### src/rtl/adc_ctrl_pkg.sv
package adc_ctrl_pkg;
  localparam int unsigned DEF_WIDTH   = 14;
  localparam int unsigned DEF_LATENCY = 16;
  localparam int unsigned DEF_SYNC    = 2;

  typedef enum logic {
    CODE_STRAIGHT = 1'b0,
    CODE_TWOS     = 1'b1
  } coding_e;

  // bit positions inside the synchronized control vector
  localparam int unsigned CTL_CS     = 0;
  localparam int unsigned CTL_CONVST = 1;
  localparam int unsigned CTL_RD     = 2;
  localparam int unsigned CTL_SER    = 3;
  localparam int unsigned CTL_N      = 4;
endpackage

### src/rtl/adc_in_sync.sv
module adc_in_sync #(
  parameter int unsigned N      = 4,
  parameter int unsigned STAGES = 2,
  parameter logic [N-1:0] RST_VAL = '0
) (
  input  logic         clk_i,
  input  logic         rst_ni,
  input  logic [N-1:0] d_i,
  output logic [N-1:0] q_o
);
  logic [N-1:0] stg_q [STAGES];

  always_ff @(posedge clk_i or negedge rst_ni) begin
    if (!rst_ni) begin
      for (int s = 0; s < STAGES; s++) stg_q[s] <= RST_VAL;
    end else begin
      stg_q[0] <= d_i;
      for (int s = 1; s < STAGES; s++) stg_q[s] <= stg_q[s-1];
    end
  end

  assign q_o = stg_q[STAGES-1];
endmodule

### src/rtl/adc_conv_core.sv
module adc_conv_core #(
  parameter int unsigned W       = 14,
  parameter int unsigned LATENCY = 16
) (
  input  logic         clk_i,
  input  logic         rst_ni,
  input  logic         start_i,
  input  logic [W-1:0] sample_i,
  output logic         active_o,
  output logic         done_o,
  output logic [W-1:0] result_o
);
  localparam int unsigned CW = (LATENCY > 1) ? $clog2(LATENCY) : 1;
  localparam logic [CW-1:0] CNT_LOAD = CW'(LATENCY - 1);

  logic          active_q;
  logic [CW-1:0] cnt_q;
  logic [W-1:0]  smp_q;

  always_ff @(posedge clk_i or negedge rst_ni) begin
    if (!rst_ni) begin
      active_q <= 1'b0;
      cnt_q    <= '0;
      smp_q    <= '0;
    end else if (!active_q) begin
      if (start_i) begin
        active_q <= 1'b1;
        cnt_q    <= CNT_LOAD;
        smp_q    <= sample_i;
      end
    end else if (cnt_q == '0) begin
      active_q <= 1'b0;
    end else begin
      cnt_q <= cnt_q - 1'b1;
    end
  end

  assign active_o = active_q;
  assign done_o   = active_q && (cnt_q == '0);
  assign result_o = smp_q;
endmodule

### src/rtl/adc_out_stage.sv
module adc_out_stage
  import adc_ctrl_pkg::*;
#(
  parameter int unsigned W = 14
) (
  input  logic         clk_i,
  input  logic         rst_ni,
  input  logic         done_i,
  input  logic [W-1:0] result_i,
  input  coding_e      coding_i,
  input  logic         oe_i,
  output logic [W-1:0] data_o
);
  logic [W-1:0] res_q;
  logic [W-1:0] coded;

  always_ff @(posedge clk_i or negedge rst_ni) begin
    if (!rst_ni)     res_q <= '0;
    else if (done_i) res_q <= result_i;
  end

  // offset binary to two's complement: flip the sign bit
  always_comb begin
    coded = res_q;
    if (coding_i == CODE_TWOS) coded[W-1] = ~res_q[W-1];
  end

  assign data_o = oe_i ? coded : '0;
endmodule

### src/rtl/adc_ctrl_if.sv
module adc_ctrl_if
  import adc_ctrl_pkg::*;
#(
  parameter int unsigned WIDTH       = DEF_WIDTH,
  parameter int unsigned LATENCY     = DEF_LATENCY,
  parameter int unsigned SYNC_STAGES = DEF_SYNC
) (
  input  logic             clk_i,
  input  logic             rst_ni,
  input  logic             cs_ni,
  input  logic             convst_ni,
  input  logic             rd_ni,
  input  logic             ser_sel_i,
  input  logic             bipolar_i,
  input  logic [WIDTH-1:0] sample_i,
  output logic             busy_o,
  output logic [WIDTH-1:0] data_o,
  output logic             data_oe_o
);
  localparam logic [CTL_N-1:0] CTL_IDLE = CTL_N'(4'b0111);

  logic [CTL_N-1:0] ctl_raw, ctl_s;
  logic             convst_prev_q;
  logic             convst_fall;
  logic             start;
  logic             active, done;
  logic [WIDTH-1:0] core_res;
  logic             oe;

  always_comb begin
    ctl_raw             = '0;
    ctl_raw[CTL_CS]     = cs_ni;
    ctl_raw[CTL_CONVST] = convst_ni;
    ctl_raw[CTL_RD]     = rd_ni;
    ctl_raw[CTL_SER]    = ser_sel_i;
  end

  adc_in_sync #(
    .N      (CTL_N),
    .STAGES (SYNC_STAGES),
    .RST_VAL(CTL_IDLE)
  ) u_sync (
    .clk_i (clk_i),
    .rst_ni(rst_ni),
    .d_i   (ctl_raw),
    .q_o   (ctl_s)
  );

  always_ff @(posedge clk_i or negedge rst_ni) begin
    if (!rst_ni) convst_prev_q <= 1'b1;
    else         convst_prev_q <= ctl_s[CTL_CONVST];
  end

  assign convst_fall = convst_prev_q && !ctl_s[CTL_CONVST];
  assign start       = convst_fall && !ctl_s[CTL_CS] && !active;

  adc_conv_core #(
    .W      (WIDTH),
    .LATENCY(LATENCY)
  ) u_core (
    .clk_i   (clk_i),
    .rst_ni  (rst_ni),
    .start_i (start),
    .sample_i(sample_i),
    .active_o(active),
    .done_o  (done),
    .result_o(core_res)
  );

  assign oe = !ctl_s[CTL_CS] && !ctl_s[CTL_RD] && !ctl_s[CTL_SER];

  adc_out_stage #(
    .W(WIDTH)
  ) u_out (
    .clk_i   (clk_i),
    .rst_ni  (rst_ni),
    .done_i  (done),
    .result_i(core_res),
    .coding_i(bipolar_i ? CODE_TWOS : CODE_STRAIGHT),
    .oe_i    (oe),
    .data_o  (data_o)
  );

  assign busy_o    = !active;
  assign data_oe_o = oe;
endmodule

### config.mk
export PLATFORM = sky130hd
export DESIGN_NAME = adc_ctrl_if
export DESIGN_NICKNAME = d
export VERILOG_FILES = /design/src/rtl/adc_ctrl_pkg.sv /design/src/rtl/adc_in_sync.sv /design/src/rtl/adc_conv_core.sv /design/src/rtl/adc_out_stage.sv /design/src/rtl/adc_ctrl_if.sv
export SDC_FILE = /design/constraint.sdc
export NUM_CORES = 1
export LEC_CHECK = 0
export ABC_CLOCK_PERIOD_IN_PS = 1550
export CAP_MARGIN = 20
export CORE_UTILIZATION = 25
export DETAILED_ROUTE_END_ITERATION = 8
export PLACE_DENSITY = 0.51
export RECOVER_POWER = 100
export SLEW_MARGIN = 20
export SYNTH_ARGS = -nofsm -noshare
export SYNTH_HDL_FRONTEND = slang
export SYNTH_SLANG_ARGS = --single-unit
### constraint.sdc
create_clock -name clk_i -period 1.55 [get_ports clk_i]
set_input_delay 0.31 -clock clk_i [delete_from_list [all_inputs] [get_ports clk_i]]
set_output_delay 0.31 -clock clk_i [all_outputs]
set_load 0.01 [all_outputs]
==> results of run 1 <==
-- Yosys cell counts --
| master | n | area [um^2] |
|---|---|---|
| nand3_1 | 1 | 5.00 |
| and2_1 | 14 | 87.6 |
| or4b_1 | 1 | 10.0 |
| inv_2 | 1 | 3.75 |
| a21oi_1 | 1 | 5.00 |
| buf_6 | 1 | 11.3 |
| mux2_2 | 27 | 304 |
| nor2_1 | 2 | 7.51 |
| buf_8 | 1 | 15.0 |
| nor4b_2 | 1 | 15.0 |
| buf_4 | 1 | 7.51 |
| nand2b_1 | 2 | 12.5 |
| mux2_1 | 1 | 11.3 |
| nor3_1 | 2 | 10.0 |
| xor2_1 | 1 | 8.76 |
| o21ai_0 | 2 | 10.0 |
| nand2_1 | 1 | 3.75 |
| ha_1 | 2 | 25.0 |
| nor3_4 | 1 | 16.3 |
| dfrtp_1 | 35 | 876 |
| mux2i_1 | 2 | 20.0 |
| a211o_1 | 1 | 8.76 |
| dfstp_2 | 7 | 184 |
| clkbuf_1 | 1 | 3.75 |
| inv_1 | 2 | 7.51 |
-- logic make-up after synthesis --
family                     after synthesis
DFF                                     42
muxes                                   30
and+or+nand+nor                         25
buffers and inverters                    7
AOI/OAI and AO/OA                        4
adders and majority gates                2
xor gates and xnor gates                 1
-- flip-flops by register name (all words and copies together) (netlist names) --
register         flops
u_out.res_q         14
u_sync.stg_q         4
u_core.active_o      1
convst_prev_q        1
u_core.result_o     14
u_sync.q_o           4
u_core.cnt_q         4
-- path summary, 6_finish.rpt --
path / from / end / slack [ps] / cells after the start
max: u_sync.q_o[2] / data_o[5] / -280 / 6
min: u_sync.stg_q[7] / u_sync.q_o[3] / 350 / 0
max reg2reg: u_sync.q_o[0] / u_core.result_o[9] / -20 / 4
min reg2reg: u_sync.stg_q[7] / u_sync.q_o[3] / 350 / 0
max in group asynchronous: rst_ni / convst_prev_q / 240 / 3
min in group asynchronous: rst_ni / u_out.res_q[3] / 500 / 2
-- where the power goes --
group          internal (uW)  switching, uW  total, uW
logic                    892            458       1350
clock network            645            378       1020
registers               1510            254       1760
total                   3050           1090       4140
-- area by class of cell --
type | instances | area (um^2) | share of cell area
inverter | 3 | 11.3 | 0.00420
sequential | 42 | 1060 | 0.396
tap | 77 | 96.3 | 0.0360
clock inverter | 3 | 68.8 | 0.0257
multi-input combinational | 62 | 727 | 0.271
timing repair buffer | 68 | 646 | 0.241
clock buffer | 5 | 68.8 | 0.0257
-- stage by stage --
| stage | hold slack, ps | worst slack, ps | power, uW | util | setup TNS (ps) |
|---|---|---|---|---|---|
| 2_1_floorplan | 14.4 | 3.31 | 2270 | - | 0 |
| 3_3_place_gp | 281 | -327 | 2600 | 0.345 | -2770 |
| 3_5_place_dp | 292 | -325 | 2680 | 0.345 | -3150 |
| 4_1_cts | 356 | -296 | 4000 | 0.410 | -4000 |
| 5_1_grt | 376 | -337 | 4380 | 0.419 | -4700 |
| 6_report | 353 | -278 | 4140 | 0.419 | -3080 |
-- what timing repair did --
action	CTS	global route
setup buffers	15	5
endpoints found under the setup margin	30	44
gates resized for setup	108	27
hold endpoints to repair	18	0
hold buffers	1	0
gates cloned	2	1
pin swaps	12	3
-- metal layers --
metal	global-route usage	vias up
met3	0.0336	4
li1	-	520
met1	0.136	571
met4	0.0324	0
met2	0.203	32
met5	0	-
==> impl_metrics.tcl, run 1 <==
set metrics [dict create \
    firstDrtPassIters 4 \
    start_util 0.261 \
    clk_latency_ps 290 \
    cts_buffer_depth 2 \
    ios 37 \
    drive_gt1_frac 0.601 \
    synth-xor-area-share 0.00525 \
    synth-compound-area-share 0.0142 \
    yosysSeqAreaShare 0.635 \
    areaGrowthSynthToFinish_pct 60.5 \
    ir_drop_uv 593 \
    path_delay_family "simple AND/OR/NAND/NOR gates" \
    die_x_um 83.7 \
    h-tree-depth 2 \
    layout_common_cells "34 x dfrtp_1, 25 x buf_6, 24 x mux2_4, 15 x clkdlybuf4s50_1, 14 x buf_4" \
    syn_area_um2 1670 \
    routed_via_density 4.33 \
    post-route-drc-count 0 \
    layout_commonest_cell "dfrtp_1" \
    synth-simple-area-share 0.100 \
    die-area_um2 7010 \
    synth_top_family_by_area "multiplexers" \
    fmax_mhz 547 \
    top_layer_used "met4" \
    worst_pin_slew_ps 487 \
    hold_viol 0 \
    setup_viol 16 \
    path_buf_inv 4 \
    track_usage 0.115 \
    hpwl_um 2350 \
    port_buffers 36 \
    cts_tree "done" \
    required_ps 1240 \
    layout_setup_ws_ps -278 \
    antenna_found_initial 0 \
    synth_seq_cells 42 \
    antenna_left 0 \
    fillers 597 \
    avgSynthCellArea_um2 15.0 \
    synthMuxAreaShare 0.201 \
    maxCapViolations 0 \
    worstPathArrival_ps 1520 \
    drt_iter0_drc 40 \
    wire_per_inst_um 15.0 \
    stdcell_area_um2 2680 \
    root_buffer "clkbuf_8" \
    path_class "flip-flop to output pin" \
    place_congestion 0.657 \
    synth_warnings 0 \
    ys_types 25 \
    die_y_um 83.7 \
    critPathSlowestCell "dfstp_2" \
    status "complete, but fails checks" \
    core_um2 6390 \
    placedInstanceArea_um2 2200 \
    drt_wl_total_um 3890 \
    grt_first_pass_wirelength_um 6230 \
    p_leak_uw 0.00125 \
    min_path_type "flip-flop to flip-flop" \
    rsz0062_at_grt "true" \
    fin_worst_skew_ps 5.18 \
    yosys.area_share.adder 0.0150 \
    max_slew_margin 0.675 \
    failed_checks "negative setup slack" \
    path_max_fanout 3 \
    grt_overflow 0 \
    rows 29 \
    place_inst 231 \
    slowest_delay_ps 380 \
    endpoint_kind "output pin" \
    wl_met3_um 197 \
    startpoint_type "flip-flop" \
    cpMostUsedCell "buf_6" \
    p_per_area_nw_per_um2 1540 \
    path_cells "nor3_4 > buf_6 > buf_6 > buf_6 > and2_4 > buf_6" \
    antenna_cells 0 \
    min_period_ps 1830 \
    slew_viol_final 0 \
    synthesis.nets 134 \
    synth_cells 111 \
    cts_sinks 42 \
    cts_inserted_buffers 5 \
    grt_max_degree 25 \
    nNetsFinal 205 \
    fin_cells 260 \
    path_clk_slew_ps 80 \
    period_share 1.18 \
    vias 1127 \
    dr_wl_met2_um 2060 \
    drt-met1-wl_um 1600 \
    grt_pass1_vias 1264 \
]
(Power assumes the default switching activity.)
==> run 2: changes to the inputs <==
--- a/config.mk
+++ b/config.mk
@@ -9,6 +9,8 @@
 export CAP_MARGIN = 20
 export CORE_UTILIZATION = 25
 export DETAILED_ROUTE_END_ITERATION = 8
+export GPL_TIMING_DRIVEN = 0
+export HOLD_SLACK_MARGIN = 0.15
 export PLACE_DENSITY = 0.51
 export RECOVER_POWER = 100
 export SLEW_MARGIN = 20
==> impl_metrics.tcl, run 2 (same netlist as run 1, synthesis figures left out) <==
set metrics [dict create \
    layout_commonest_cell "dfrtp_1" \
    p_comb_frac 0.339 \
    wire_per_inst_um 15.3 \
    rows 29 \
    areaGrowthSynthToFinish_pct 55.3 \
    hold_viol 0 \
    antenna_cells 0 \
    p_leak_uw 0.00120 \
    min_path_type "flip-flop to flip-flop" \
    die_x_um 83.7 \
    die-area_um2 7010 \
    endpoint_kind "output pin" \
    hpwl_um 2320 \
    status "complete, but fails checks" \
    path_class "flip-flop to output pin" \
    routed_via_density 4.25 \
    slew_viol_final 0 \
    max_slew_margin 0.629 \
    cts_buffer_depth 2 \
    grt_pass1_vias 1283 \
    pwr-share-seq 0.477 \
    setup_viol 35 \
    internal_power_uw 2660 \
    port_buffers 36 \
    p_total_uw 3710 \
    clk_latency_ps 290 \
    cts_sinks 42 \
    drt_wl_total_um 3980 \
    start_util 0.261 \
    startpoint_type "flip-flop" \
    min_path_cells 0 \
    power.switching_uw 1050 \
    layout_common_cells "35 x dfrtp_1, 22 x buf_6, 19 x mux2_4, 15 x clkdlybuf4s50_1, 15 x buf_4" \
    layout_setup_ws_ps -313 \
    track_usage 0.123 \
    die_y_um 83.7 \
    worst_pin_slew_ps 557 \
    required_ps 1240 \
    fin_worst_skew_ps 4.41 \
    firstDrtPassIters 4 \
    reg2reg_depth 4 \
    p_per_area_nw_per_um2 1430 \
    path_max_fanout 4 \
    cts_inserted_buffers 5 \
    vias 1109 \
    fin_cells 261 \
    path_clk_slew_ps 70 \
    rsz0062_at_grt "true" \
    drive_gt1_frac 0.565 \
    placedInstanceArea_um2 2140 \
    place_inst 225 \
    cts_tree "done" \
    antenna_left 0 \
    maxCapViolations 0 \
    root_buffer "clkbuf_8" \
    stdcell_area_um2 2590 \
    hold_ws_ps 361 \
    place_congestion 0.703 \
    p_sw_frac 0.284 \
    worstPathArrival_ps 1550 \
    antenna_found_initial 0 \
    core_um2 6390 \
    nNetsFinal 206 \
    failed_checks "negative setup slack" \
    min_period_ps 1860 \
    grt_overflow 0 \
    ios 37 \
    post-route-drc-count 0 \
    grt_first_pass_wirelength_um 6560 \
    ir_drop_uv 573 \
    clkPwrFrac 0.184 \
    drt_iter0_drc 36 \
    fmax_mhz 537 \
    h-tree-depth 2 \
    period_share 1.20 \
    grt_max_degree 33 \
]
-- run 2: cell count changes in the layout (fill, tap and decap cells not counted), moves of 3 or more --
| cell | change |
|---|---|
| buf_6 | -3 |
| and2_4 | -3 |
| mux2_4 | -5 |
| clkbuf_1 | +3 |
| and2_1 | +3 |
| mux2_2 | +5 |
| buf_2 | +3 |
-- run 2: power by group through the flow --
stage | Combinational (uW) | Sequential (uW) | Clock, uW
after floorplan | 591 | 1680 | 0
after global placement | 783 | 1730 | 0
after detailed placement | 829 | 1760 | 0
after CTS | 1170 | 1760 | 709
after global routing | 1370 | 1820 | 763
final | 1260 | 1770 | 683
-- run 2: metrics by stage --
stage,utilization,setup slack (ps),setup TNS (ps)
floorplan,-,3.31,0
global placement,0.333,-908,-42800
detailed placement,0.335,-929,-14440
CTS,0.398,-380,-4510
global route,0.406,-413,-9080
finish,0.406,-313,-3380
-- run 2: per-layer routing --
layer  routed length [um]  track usage
met5                    0            0
met4                   41       0.0370
met3                  217       0.0376
met2                 2010        0.215
met1                 1710        0.146
-- run 2: layout make-up --
type,count,area [um^2]
multi-input cells,62,692
fillers,625,3790
plain buffers,3,33.8
clock buffers,8,80.1
repair buffers,66,619
well taps,77,96.3
flip-flops and latches,42,1060
inverters,3,11.3
-- run 2: critical path, cell delays in order, from the launching register on --
cell and delay [ps]:
dfstp_2 380, nor3_4 280, clkbuf_8 190, buf_6 100, buf_6 90, and2_4 130
buf_6 90
-- run 2: path summary, 6_finish.rpt --
path	from	end	slack, ps
max	u_sync.q_o[2]	data_o[7]	-310
min	u_sync.stg_q[7]	u_sync.q_o[3]	360
max reg2reg	u_core.active_o	u_core.result_o[12]	-20
min reg2reg	u_sync.stg_q[7]	u_sync.q_o[3]	360
max in group asynchronous	rst_ni	u_sync.stg_q[4]	120
min in group asynchronous	rst_ni	u_out.res_q[4]	510
-- run 2: repair_timing --
action	4_1_cts	5_1_grt
cloned	2	0
hold endpoints to repair	10	0
hold buffers	1	0
gates resized for setup	119	12
pin swaps	12	3
buffers inserted	19	10
setup endpoints to repair	37	41
==> run 3: changes to the inputs <==
--- a/config.mk
+++ b/config.mk
@@ -5,13 +5,14 @@
 export SDC_FILE = /design/constraint.sdc
 export NUM_CORES = 1
 export LEC_CHECK = 0
+export ABC_AREA = 1
 export ABC_CLOCK_PERIOD_IN_PS = 1550
 export CAP_MARGIN = 20
 export CORE_UTILIZATION = 25
 export DETAILED_ROUTE_END_ITERATION = 8
 export GPL_TIMING_DRIVEN = 0
 export HOLD_SLACK_MARGIN = 0.15
-export PLACE_DENSITY = 0.51
+export PLACE_DENSITY = 0.5
 export RECOVER_POWER = 100
 export SLEW_MARGIN = 20
 export SYNTH_ARGS = -nofsm -noshare
==> impl_metrics.tcl, run 3 <==
set metrics [dict create \
    cts_sinks 42 \
    place_ws_ps -411 \
    endpoint "data_o[10]" \
    root_buffer "clkbuf_8" \
    synth.most_common_cell "dfrtp_1" \
    clk_latency_ps 290 \
    areaGrowthSynthToFinish_pct 33.0 \
    pwr-share-seq 0.497 \
    status "complete, but fails checks" \
    synthTopCellsByArea "dfrtp_1 49%, dfstp_2 10%, a21oi_2 6.9%" \
    routed_via_density 3.92 \
    layout_commonest_cell "dfrtp_1" \
    p_sw_frac 0.349 \
    place_congestion 0.724 \
    layout_common_cells "34 x dfrtp_1, 30 x inv_1, 24 x nand2_1, 20 x nor2_1" \
    critPathLaunch "u_sync.q_o[2]" \
    cts_inserted_buffers 5 \
    ir_drop_uv 491 \
    grt_overflow 0 \
    hpwl_um 2400 \
    p_comb_frac 0.305 \
    drive_gt1_frac 0.310 \
    synth_common_cells "35 x dfrtp_1, 31 x inv_1, 28 x nor2_1" \
    slew_viol_final 0 \
    max_slew_margin 0.656 \
    path_max_fanout 3 \
    synth_top_area_cell "dfrtp_1" \
    die-area_um2 7460 \
    startpoint_type "flip-flop" \
    reg2reg_depth 6 \
    antenna_cells 0 \
    internal_power_uw 2330 \
    path_cells "nor3_4 > inv_2 > buf_12 > buf_6 > nor2_4 > buf_6" \
    cts_buffer_depth 2 \
    antenna_left 0 \
    synth_ff_type "dfrtp_1" \
    vias 1274 \
    min_period_ps 1700 \
    regToRegSetupSlack_ps 70 \
    core_um2 6830 \
    p_per_area_nw_per_um2 1510 \
    setup_viol 14 \
    path_class "flip-flop to output pin" \
    start_util 0.261 \
    failed_checks "negative setup slack" \
    maxCapViolations 0 \
    period_share 1.09 \
    port_buffers 36 \
    required_ps 1240 \
    rsz0062_at_grt "true" \
    post-route-drc-count 0 \
    synth_warnings 0 \
    cts_tree "done" \
    drt_wl_total_um 3540 \
    endpoint_kind "output pin" \
    yosysSeqAreaShare 0.595 \
    h-tree-depth 2 \
    path_clk_slew_ps 80 \
    die_x_um 86.4 \
    grt_max_degree 23 \
    track_usage 0.107 \
    min_path_type "flip-flop to flip-flop" \
    nNetsFinal 251 \
    synthesis.nets 202 \
    ys_types 22 \
    synth_cells 179 \
    power.switching_uw 1250 \
    grt_pass1_vias 1212 \
    avgSynthCellArea_um2 9.95 \
    ios 37 \
    drt_iter0_drc 76 \
    synthArstFlopShare 1.00 \
    firstDrtPassIters 4 \
    die_y_um 86.4 \
    synth-edff-count 0 \
    cpMostUsedCell "buf_6" \
    worst_pin_slew_ps 516 \
    critPathSlowestCell "dfstp_2" \
    p_leak_uw 0.00116 \
    hold_ws_ps 357 \
    regToRegStartpoint "u_core.cnt_q[0]" \
    synth_seq_cells 42 \
    fin_cells 325 \
    clkPwrFrac 0.198 \
    grt_first_pass_wirelength_um 6040 \
    p_total_uw 3580 \
    syn_area_um2 1780 \
    rows 30 \
    place_inst 312 \
    r2r-end "u_out.res_q[12]" \
    fin_worst_skew_ps 5.93 \
    layout_setup_ws_ps -146 \
    slowest_delay_ps 380 \
    antenna_found_initial 0 \
    wire_per_inst_um 10.9 \
    worstPathArrival_ps 1390 \
    hold_viol 0 \
    fmax_mhz 590 \
    synth_top_area_frac 0.492 \
]
-- run 3: changes by cell type after synthesis, sizes merged, moves of 14 or more --
cell   previous run  this run
and2             14         0
nor2              2        34
nand2             1        24
inv               3        32
mux2             28         0
o21ai             2        16
-- run 3: how the worst min path moves through the flow --
| stage | from | endpoint | slack (ps) | depth (start not counted) |
|---|---|---|---|---|
| after detailed placement | rst_ni | u_core.cnt_q[1] | 320 | 1 |
| after CTS | u_sync.stg_q[7] | u_sync.q_o[3] | 360 | 0 |
| after floorplan | rst_ni | u_core.active_o | 10 | 0 |
| final | u_sync.stg_q[7] | u_sync.q_o[3] | 360 | 0 |
| after global routing | u_sync.stg_q[7] | u_sync.q_o[3] | 360 | 0 |
| after global placement | u_sync.stg_q[7] | u_sync.q_o[3] | 340 | 0 |
-- run 3: kinds of logic (layout without fill, tap and decap cells) --
group,count (synthesis),after routing,share of synthesized area
adders and majority gates,2,2,0.0141
DFF,42,42,0.595
AOI/OAI and AO/OA,30,30,0.116
xor gates and xnor gates,2,2,0.00984
buffers and inverters,38,88,0.0963
and+or+nand+nor,65,65,0.169
-- run 3: repair_timing --
| action | CTS | global route |
|---|---|---|
| buffers inserted | 3 | 1 |
| endpoints found under the hold margin | 13 | 0 |
| setup endpoints to repair | 16 | 14 |
| resized for setup | 78 | 5 |
| pin swaps | 1 | 0 |
| hold buffers | 1 | 0 |
-- run 3: critical path, delay by kind of cell, from the launching register on --
kind	cells	cell delay, ps
buffers and inverters	4	440
flip-flops	1	380
AND/OR/NAND/NOR	2	270
-- run 3: final cells by class --
| class | count | area [um^2] |
|---|---|---|
| fill | 762 | 4460 |
| tap | 96 | 120 |
| clock inverter | 3 | 21.3 |
| clock buffer | 5 | 68.8 |
| buffer | 6 | 50.0 |
| inverter | 32 | 120 |
| timing repair buffer | 42 | 360 |
| multi-input combinational | 99 | 566 |
| sequential | 42 | 1060 |
-- run 3: power by group through the flow --
stage | clock network (uW) | registers (uW) | logic [uW]
floorplan | 0 | 1750 | 833
global placement | 0 | 1790 | 1120
detailed placement | 0 | 1800 | 1150
CTS | 737 | 1790 | 1160
global route | 778 | 1840 | 1270
finish | 708 | 1780 | 1090
-- run 3: per-stage QoR --
step / utilization / setup TNS (ps) / instance area, um^2
after floorplan: - / 0 / 1780
after global placement: 0.331 / -43360 / 2260
after detailed placement: 0.334 / -4270 / 2280
after CTS: 0.352 / -1450 / 2410
after global routing: 0.347 / -2390 / 2370
final: 0.347 / -1270 / 2370
-- run 3: layer usage --
layer | wire, um | track usage | vias to the layer above | share of wire
met2 | 1650 | 0.159 | 31 | 0.46
met5 | 0 | 0 | - | 0
met3 | 157 | 0.0267 | 5 | 0.044
met4 | 34 | 0.0318 | 0 | 0.0096
li1 | - | - | 640 | -
met1 | 1700 | 0.153 | 598 | 0.48
